<file path="config.mk">
export PLATFORM = sky130hd
export DESIGN_NAME = errrate_vreg_ctrl
export DESIGN_NICKNAME = d
export VERILOG_FILES = /design/src/rtl/vreg_pkg.sv /design/src/rtl/vreg_window_ctrl.sv /design/src/rtl/vreg_margin_shaper.sv /design/src/rtl/vreg_datapath.sv /design/src/rtl/errrate_vreg_ctrl.sv
export SDC_FILE = /design/constraint.sdc
export NUM_CORES = 1
export LEC_CHECK = 0
export BUFFER_PORTS_ARGS = -buffer_cell sky130_fd_sc_hd__buf_2
export CAP_MARGIN = 20
export CORE_MARGIN = 2
export CORE_UTILIZATION = 55
export DETAILED_ROUTE_END_ITERATION = 12
export PLACE_DENSITY = 0.75
export SYNTH_ARGS = -nofsm -noshare
export SYNTH_HDL_FRONTEND = slang
export SYNTH_SLANG_ARGS = --single-unit
</file>
<file path="constraint.sdc">
create_clock -name clk -period 9.9 [get_ports clk]
set_input_delay 0.99 -clock clk [delete_from_list [all_inputs] [get_ports clk]]
set_output_delay 0.99 -clock clk [all_outputs]
set_load 0.01 [all_outputs]
</file>
<file path="src/rtl/vreg_pkg.sv">
package vreg_pkg;

  // strobes issued by the window sequencer to the datapath
  typedef struct packed {
    logic sample;     // count this cycle's error flag
    logic windowEnd;  // last sample of a window: commit an update
    logic flush;      // discard the partial window
  } vreg_strobe_t;

endpackage

</file>
<file path="src/rtl/vreg_window_ctrl.sv">
module vreg_window_ctrl
  import vreg_pkg::*;
#(
  parameter int WINDOW = 100
) (
  input  logic         clk,
  input  logic         rst_n,
  input  logic         enable,
  output vreg_strobe_t strb
);
  localparam int IDX_W = (WINDOW > 2) ? $clog2(WINDOW) : 1;
  localparam logic [IDX_W-1:0] LAST_IDX = IDX_W'(WINDOW - 1);

  logic [IDX_W-1:0] sampleIdx;
  logic             atLast;

  assign atLast = (sampleIdx == LAST_IDX);

  always_ff @(posedge clk or negedge rst_n) begin
    if (!rst_n) begin
      sampleIdx <= '0;
    end else if (!enable || atLast) begin
      sampleIdx <= '0;
    end else begin
      sampleIdx <= sampleIdx + 1'b1;
    end
  end

  always_comb begin
    strb.sample    = enable;
    strb.windowEnd = enable && atLast;
    strb.flush     = !enable;
  end

endmodule

</file>
<file path="src/rtl/vreg_margin_shaper.sv">
module vreg_margin_shaper #(
  parameter int CODE_W       = 10,
  parameter int MARGIN_SHIFT = 5
) (
  input  logic [CODE_W-1:0] baseCode,
  input  logic [CODE_W-1:0] maxCode,
  input  logic              marginEn,
  output logic [CODE_W-1:0] outCode
);
  localparam int EXT_W = CODE_W + 1;

  logic [EXT_W-1:0] withMargin;

  generate
    if (MARGIN_SHIFT > 0 && MARGIN_SHIFT < CODE_W) begin : g_margin
      assign withMargin = EXT_W'(baseCode) + EXT_W'(baseCode >> MARGIN_SHIFT);
    end else begin : g_nomargin
      assign withMargin = EXT_W'(baseCode);
    end
  endgenerate

  always_comb begin
    if (!marginEn) begin
      outCode = baseCode;
    end else if (withMargin > EXT_W'(maxCode)) begin
      outCode = maxCode;
    end else begin
      outCode = withMargin[CODE_W-1:0];
    end
  end

endmodule

</file>
<file path="src/rtl/vreg_datapath.sv">
module vreg_datapath
  import vreg_pkg::*;
#(
  parameter int CODE_W       = 10,
  parameter int GAIN_W       = 3,
  parameter int WINDOW       = 100,
  parameter int MARGIN_SHIFT = 5,
  parameter int INIT_CODE    = 512
) (
  input  logic              clk,
  input  logic              rst_n,
  input  vreg_strobe_t      strb,
  input  logic              errIn,
  input  logic [GAIN_W-1:0] gainShift,
  input  logic [CODE_W-1:0] minCode,
  input  logic [CODE_W-1:0] maxCode,
  input  logic              marginEn,
  output logic [CODE_W-1:0] vCode,
  output logic              codeUpdate
);
  localparam int CNT_W = $clog2(WINDOW + 1);
  localparam int SUM_W = CODE_W + CNT_W + (1 << GAIN_W);

  logic [CNT_W-1:0]  errCnt;
  logic [CNT_W-1:0]  windowErr;
  logic [SUM_W-1:0]  upStep;
  logic [SUM_W-1:0]  raised;
  logic [CODE_W-1:0] baseCode;
  logic [CODE_W-1:0] baseNext;
  logic [CODE_W-1:0] shapedCode;

  // error count including the flag of the current cycle
  assign windowErr = errCnt + CNT_W'(errIn);

  always_ff @(posedge clk or negedge rst_n) begin
    if (!rst_n) begin
      errCnt <= '0;
    end else if (strb.flush || strb.windowEnd) begin
      errCnt <= '0;
    end else if (strb.sample) begin
      errCnt <= windowErr;
    end
  end

  assign upStep = SUM_W'(windowErr) << gainShift;
  assign raised = SUM_W'(baseCode) + upStep;

  always_comb begin
    if (windowErr != '0) begin
      if (raised > SUM_W'(maxCode)) baseNext = maxCode;
      else                          baseNext = raised[CODE_W-1:0];
    end else begin
      if (baseCode > minCode) baseNext = baseCode - 1'b1;
      else                    baseNext = minCode;
    end
  end

  vreg_margin_shaper #(
    .CODE_W      (CODE_W),
    .MARGIN_SHIFT(MARGIN_SHIFT)
  ) u_shaper (
    .baseCode(baseNext),
    .maxCode (maxCode),
    .marginEn(marginEn),
    .outCode (shapedCode)
  );

  always_ff @(posedge clk or negedge rst_n) begin
    if (!rst_n) begin
      baseCode   <= CODE_W'(INIT_CODE);
      vCode      <= CODE_W'(INIT_CODE);
      codeUpdate <= 1'b0;
    end else begin
      codeUpdate <= strb.windowEnd;
      if (strb.windowEnd) begin
        baseCode <= baseNext;
        vCode    <= shapedCode;
      end
    end
  end

endmodule

</file>
<file path="src/rtl/errrate_vreg_ctrl.sv">
module errrate_vreg_ctrl
  import vreg_pkg::*;
#(
  parameter int CODE_W       = 10,
  parameter int GAIN_W       = 3,
  parameter int WINDOW       = 100,
  parameter int MARGIN_SHIFT = 5,
  parameter int INIT_CODE    = 512
) (
  input  logic              clk,
  input  logic              rst_n,
  input  logic              enable,
  input  logic              errIn,
  input  logic [GAIN_W-1:0] gainShift,
  input  logic [CODE_W-1:0] minCode,
  input  logic [CODE_W-1:0] maxCode,
  input  logic              marginEn,
  output logic [CODE_W-1:0] vCode,
  output logic              codeUpdate
);
  vreg_strobe_t strb;

  vreg_window_ctrl #(.WINDOW(WINDOW)) u_ctrl (
    .clk   (clk),
    .rst_n (rst_n),
    .enable(enable),
    .strb  (strb)
  );

  vreg_datapath #(
    .CODE_W      (CODE_W),
    .GAIN_W      (GAIN_W),
    .WINDOW      (WINDOW),
    .MARGIN_SHIFT(MARGIN_SHIFT),
    .INIT_CODE   (INIT_CODE)
  ) u_dp (
    .clk       (clk),
    .rst_n     (rst_n),
    .strb      (strb),
    .errIn     (errIn),
    .gainShift (gainShift),
    .minCode   (minCode),
    .maxCode   (maxCode),
    .marginEn  (marginEn),
    .vCode     (vCode),
    .codeUpdate(codeUpdate)
  );

endmodule

</file>
---- After elaboration in Yosys (flattened, before gate mapping) ----
Cells that the tools add are included.
word-level totals
  register bits ........................... 35
  input bits .............................. 28
  output and inout bits ................... 11
  logic and storage cells ................. 29
cells by class
  $add $sub $neg .......................... 5
  magnitude comparators ................... 3
  eq/ne operators ......................... 1
  shift-type cells ........................ 1
  mux-type cells .......................... 8
  reductions and logical operators ........ 6
operator list
  cell                   number
  $mux 10                5
  $add 10x25->25         1
  $gt 25x10->1           1
  $shl 7x3->25           1
  $mux 7                 3
  $add 10x5->11          1
  $gt 11x10->1           1
  $gt 10x10->1           1
  $sub 10x1->10 const B  1
  $add 7x1->7            1
  $add 7x1->7 const B    1
  $eq 7x7->1 const B     1
  $reduce_bool 7->1      1
  $logic_or 1x1->1       2
  $reduce_bool 2->1      1
  $logic_and 1x1->1      1
  $logic_not 1->1        1

---- Longest topological paths before layout ----
  word-level depth ........................ 10
  gate-level depth with buffers ........... 47
  gate-level depth less buffers ........... 45

---- Hierarchy ----
A second synthesis with hierarchy kept.
second synthesis, totals
  cells, all modules ...................... 575
  area total of the unflattened synthesis .. 4579.4 µm²
by module, submodules not included
  module              instances  cells each  area an instance (µm²)  sequential area each (µm²)
  vreg_datapath       1          427         3405.8                  703.2
  vreg_margin_shaper  1          115         844.6                   0.0
  vreg_window_ctrl    1          33          329.1                   175.2

---- Worst setup path after synthesis ----
OpenSTA, ideal clock, no wires.
  kind .................................... input port to flip-flop
  start ................................... input port errIn
  end ..................................... register u_dp.vCode[4]
  library setup time ...................... 0.123 ns
  arrival ................................. 8.295 ns
  required time ........................... 9.777 ns
  slack ................................... 1.482 ns
  cell stages on the path ................. 44
  path buffers ............................ 3
  path through ............................ ha_1 nand3_2 or3_4 and2_1 buf_6 o21ai_0 o21ai_0 o22ai_1 ha_1 and3_1 a221oi_2 nor2b_1 o21a_1 nor2_1 xnor2_1 ha_1 a211o_1 o21a_1 (+8 left out) a21oi_1 nand2_1 o311ai_0 o31ai_1 o21bai_1 a21oi_1 xnor2_1 ha_1 o21ai_0 nand2b_1 a21oi_1 nor2b_1 o21ai_0 a211o_1 o21a_1 buf_2 mux2i_1 a21oi_1
on the way
  cells in the longest elaborated chain, start to end .. 10
  elaborated cells between the ends (all ways) .. 11
  those cells by class .................... add/sub: 3; order compare: 2; shift: 1; mux: 4; reduce/logical: 1
ends and longest elaborated chain
  element                     line                      source
  start: declaration          errrate_vreg_ctrl.sv:13   input logic errIn,
  $add 7x1->7 (*)             vreg_datapath.sv:33       assign windowErr = errCnt + CNT_W'(errIn);
  $shl 7x3->25                vreg_datapath.sv:45       assign upStep = SUM_W'(windowErr) << gainShift;
  $add 10x25->25              vreg_datapath.sv:46       assign raised = SUM_W'(baseCode) + upStep;
  $gt 25x10->1                vreg_datapath.sv:50       if (raised > SUM_W'(maxCode)) baseNext = maxCode;
  $mux 10                     vreg_datapath.sv:50
  $mux 10 (*)                 vreg_datapath.sv:49       if (windowErr != '0) begin
  named net u_dp.baseNext[6]  vreg_datapath.sv:29       logic [CODE_W-1:0] baseNext;
  $add 10x5->11 (*)           vreg_margin_shaper.sv:16  assign withMargin = EXT_W'(baseCode) + EXT_W'(baseCode >> MARGIN_SHIFT);
  $gt 11x10->1                vreg_margin_shaper.sv:25  end else if (withMargin > EXT_W'(maxCode)) begin
  $mux 10 (*)                 vreg_margin_shaper.sv:25
  $mux 10 (*)                 vreg_margin_shaper.sv:23  if (!marginEn) begin
  end signal: assignment      vreg_datapath.sv:71       vCode <= CODE_W'(INIT_CODE);
  end signal: assignment      vreg_datapath.sv:77       vCode <= shapedCode;
  end: declaration            vreg_datapath.sv:18       output logic [CODE_W-1:0] vCode,
The timed path passes the listed nets; every way through them passes the cells marked *.
A chain may end at the register's enable or synchronous reset.

---- Worst setup path in the final report ----
  start ................................... input port errIn
  end ..................................... register u_dp.vCode[8]
The elaborated chain is that of the path after synthesis.

==> flow_summary.rst <==
.. list-table::
   :header-rows: 1

   * - Metric
     - Value
   * - Pin count of the biggest net entering global routing
     - 36
   * - Placed wire-length estimate
     - around 9600 µm
   * - Initial Utilization
     - 0.5641
   * - Required time reported for the critical path endpoint
     - approximately 10 ns
   * - Fin. max-slew vios
     - 0
   * - Kind of start point of the critical path
     - primary input
   * - Unrepaired setup endpoints after global routing
     - no
   * - Crit path max fanout
     - 7
   * - Overall die height
     - between 90 and 100 µm
   * - Number of buffers inserted by port buffering
     - 38
   * - Least-Margin Pin Slew
     - 0.8121 ns
   * - Outcome
     - completed
   * - Final min period
     - ~9.1 ns
   * - Setup TNS
     - 0 ns
   * - GRT Overall Usage
     - 0.2931
   * - Number of synthesized flops with an enable pin
     - 0
   * - Core region area
     - 7687 µm²
   * - Pre-antenna DRT Iters
     - 5
   * - Global-route wire length before repair
     - ~20,000 µm
   * - Antenna diodes
     - 0
   * - Count of mapped cells out of synthesis
     - 550
   * - Share of final-layout standard cells stronger than drive strength 1
     - 0.1468
   * - Area after DPL
     - 4593 µm²
   * - Antenna violations before repair
     - 0
   * - Average cell area after synthesis
     - around 8 µm²
   * - Portion of the post-synthesis area used by sequential elements
     - 0.2025
   * - Remaining antenna violation count after routing
     - 0
   * - Post-synth top area cell
     - dfrtp_1
   * - Met1 Use GR
     - 0.4265
   * - Syn Nets
     - 630
   * - CTS H-tree depth
     - 2
   * - Crit end category
     - flip-flop
   * - 1st-iter DRT viols
     - 294
   * - Synth Cell Area
     - around 4300 µm²
   * - Top-level port count
     - 39
   * - Area growth from synthesis to layout
     - 8.858%
   * - CP max stage cell
     - o311ai_0
   * - Longest individual stage delay on the worst path
     - around 0.43 ns
   * - Leak Pwr
     - around 0.0023 µW
   * - Share of Yosys cell area claimed by the top area cell type
     - 0.1904
   * - Longest Clk Path Bufs
     - 2
   * - Highest ir drop seen on vdd
     - about 0.11 mV
   * - Hold Buf Count CTS
     - 0
   * - Overflow left after global routing
     - 0
   * - Yosys warns
     - 0
   * - Post-synthesis cell type count
     - 66
   * - Most heavily used metal layer in global routing
     - met2
   * - Inst Count DP
     - slightly below 700
   * - Vias per Instance
     - about 6.2
   * - Worst slew margin
     - 0.4586
   * - Number of sinks handled by clock tree synthesis
     - 35
   * - Critical path arrival
     - about 9.3 ns
   * - Overall Power
     - roughly 580 µW
   * - Fmax
     - 0.1094 GHz
   * - Wire per inst
     - 17.75 µm
   * - Via count of the routed design
     - 4,251
   * - Final Cell Area
     - between 4000 and 5000 µm²
   * - Final hold slack
     - roughly 0.48 ns
   * - GRT met3 Usage
     - 0.04963
   * - Die Footprint
     - around 8600 µm²
   * - Post-detailed-route DRC marker count
     - 0
   * - #FFs+latches synth
     - 35
   * - Crit path kind
     - primary input to flip-flop
   * - Share of synthesized registers carrying an async set or reset
     - 1.000
   * - Clock transition at path regs
     - approximately 0.07 ns
   * - CTS root buf
     - clkbuf_8
   * - Max Cap Violations
     - 0
   * - Chip Width
     - approximately 93 µm
   * - Final Instance Count excl. Fillers
     - roughly 700
   * - Pwr per Cell Area
     - between 100 and 150 nW/µm²
   * - Tightest Hold Check Type
     - flip-flop to flip-flop
   * - TritonCTS clock tree
     - yes
   * - Period utilisation layout
     - 0.9234
   * - Gpl congestion
     - 0.9485
   * - Final hold violation count
     - 0
   * - Clock Skews
     - around 0.014 ns
   * - Via count of the first global-routing pass
     - 4,033
   * - Clock latency reported for the late side of the worst-skew pair
     - 0.30 ns
   * - Top flip-flop cell by instance count after synthesis
     - dfrtp_1
   * - Cells taking the most area after synthesis
     - dfrtp_1 19%, ha_1 14%, nor2_1 5.8%, nand2_1 5.0%, xnor2_1 4.4%
   * - Setup-failing EPs final
     - 0
   * - Standard-cell row count
     - 32
   * - Final WL
     - roughly 12,000 µm
   * - TritonCTS Buffers
     - 5
   * - Routing usage on met2
     - 0.4541
   * - Final Net Count
     - 665
==> layout make-up <==
type | instances | area (µm²)
fillers | 725 | 2967
clock buffers | 5 | 68.82
well taps | 102 | 127.6
flip-flops and latches | 35 | 878.3
inverters | 39 | 146.4
clock inverters | 3 | 20.02
multi-input cells | 457 | 3222
repair buffers | 47 | 257.7
==> cell usage after synthesis, types with 3 or more instances <==
master,number
a21o_1,11
dfrtp_1,33
o21ai_2,4
nand2b_1,6
nor4_1,4
o211ai_1,6
a211o_1,3
a211oi_1,6
mux2_2,6
o22ai_1,4
nand3_1,10
mux2i_1,17
ha_1,50
and2_1,4
nand2_1,58
inv_1,38
o21a_1,7
and3_1,6
nor3_1,8
a31oi_1,7
o31ai_1,4
a22oi_1,3
clkbuf_1,13
nor2_1,67
o21ai_0,27
a21oi_1,31
nor2b_1,5
o2111ai_1,3
a221oi_1,3
xnor2_1,22
xor2_1,17
buf_2,4
nand4_1,12
==> worst max-delay path: cells and delay by family <==
family,cells,cell delay [ns]
AO/OA/AOI/OAI,22,4.50
XOR/XNOR,2,0.50
adder cells (fa/ha/maj),5,1.38
buffers and inverters,2,0.28
multiplexers,1,0.12
AND/OR/NAND/NOR,9,1.52
==> cell families (layout without fill, tap and decap cells) <==
group                      Yosys count  after routing  synth area share
buffers and inverters               58             94           0.05482
and+or+nand+nor                    198            198            0.2207
AOI/OAI and AO/OA                  143            143            0.2276
adders and majority gates           52             52            0.1535
xor gates and xnor gates            40             40           0.08252
muxes                               24             24           0.05828
DFF                                 35             35            0.2025
==> state kept, by name, summed over array words and instances, names as in the netlist <==
name,flops
u_dp.errCnt,7
u_dp.baseCode,10
u_dp.vCode,10
u_ctrl.sampleIdx,7
u_dp.codeUpdate,1
==> power breakdown <==
group | switching (µW) | total [µW] | internal, µW
Combinational | 197 | 325 | 128
Sequential | 2.24 | 147 | 145
Clock | 58.9 | 108 | 49.0
==> through the flow <==
| step | util | worst slack, ns |
|---|---|---|
| finish | 0.6141 | 0.7580 |
| global route | 0.6141 | 0.1518 |
| CTS | 0.6090 | 0.6741 |
| detailed placement | 0.5975 | 0.3567 |
| global placement | 0.5975 | 0.5965 |
| floorplan | - | 1.482 |
==> metal layers <==
layer,share of wire,up-vias
li1,-,2053
met1,0.45,1986
met2,0.44,191
met3,0.096,21
met4,0.016,0
met5,0,-
==> what timing repair did <==
item                       4_1_cts  5_1_grt
gates resized for setup          0        1
buffers inserted                 0        5
setup endpoints to repair        0        6
==> layout by cell type, fill, tap and decap left out, drive strengths merged, types with 7 or more instances in the layout <==
master and instances:
a21o 11, nor2 68, dfrtp 33, xnor2 23, o21a 7, nand2 58, ha 50, xor2 17
a21oi 31, nand3 12, nand4 13, inv 39, buf 47, o21ai 33, a211oi 8, mux2i 17
nor3 8, a31oi 7, mux2 7
==> worst paths after layout <==
kind | startpoint | endpoint | slack, ns | cells after the start
min reg2reg | u_ctrl.sampleIdx[0]$_DFF_PN0_ | u_ctrl.sampleIdx[0]$_DFF_PN0_ | 0.48 | 1
max in group asynchronous | rst_n | u_ctrl.sampleIdx[2]$_DFF_PN0_ | 8.60 | 1
min in group asynchronous | rst_n | u_dp.vCode[2]$_DFFE_PN0P_ | 0.76 | 1
max | errIn | u_dp.vCode[8]$_DFFE_PN0P_ | 0.76 | 41
min | u_ctrl.sampleIdx[0]$_DFF_PN0_ | u_ctrl.sampleIdx[0]$_DFF_PN0_ | 0.48 | 1
max reg2reg | u_dp.errCnt[0]$_DFFE_PN0P_ | u_dp.vCode[8]$_DFFE_PN0P_ | 1.18 | 40
No activity file was read; power rests on OpenSTA's default activity.
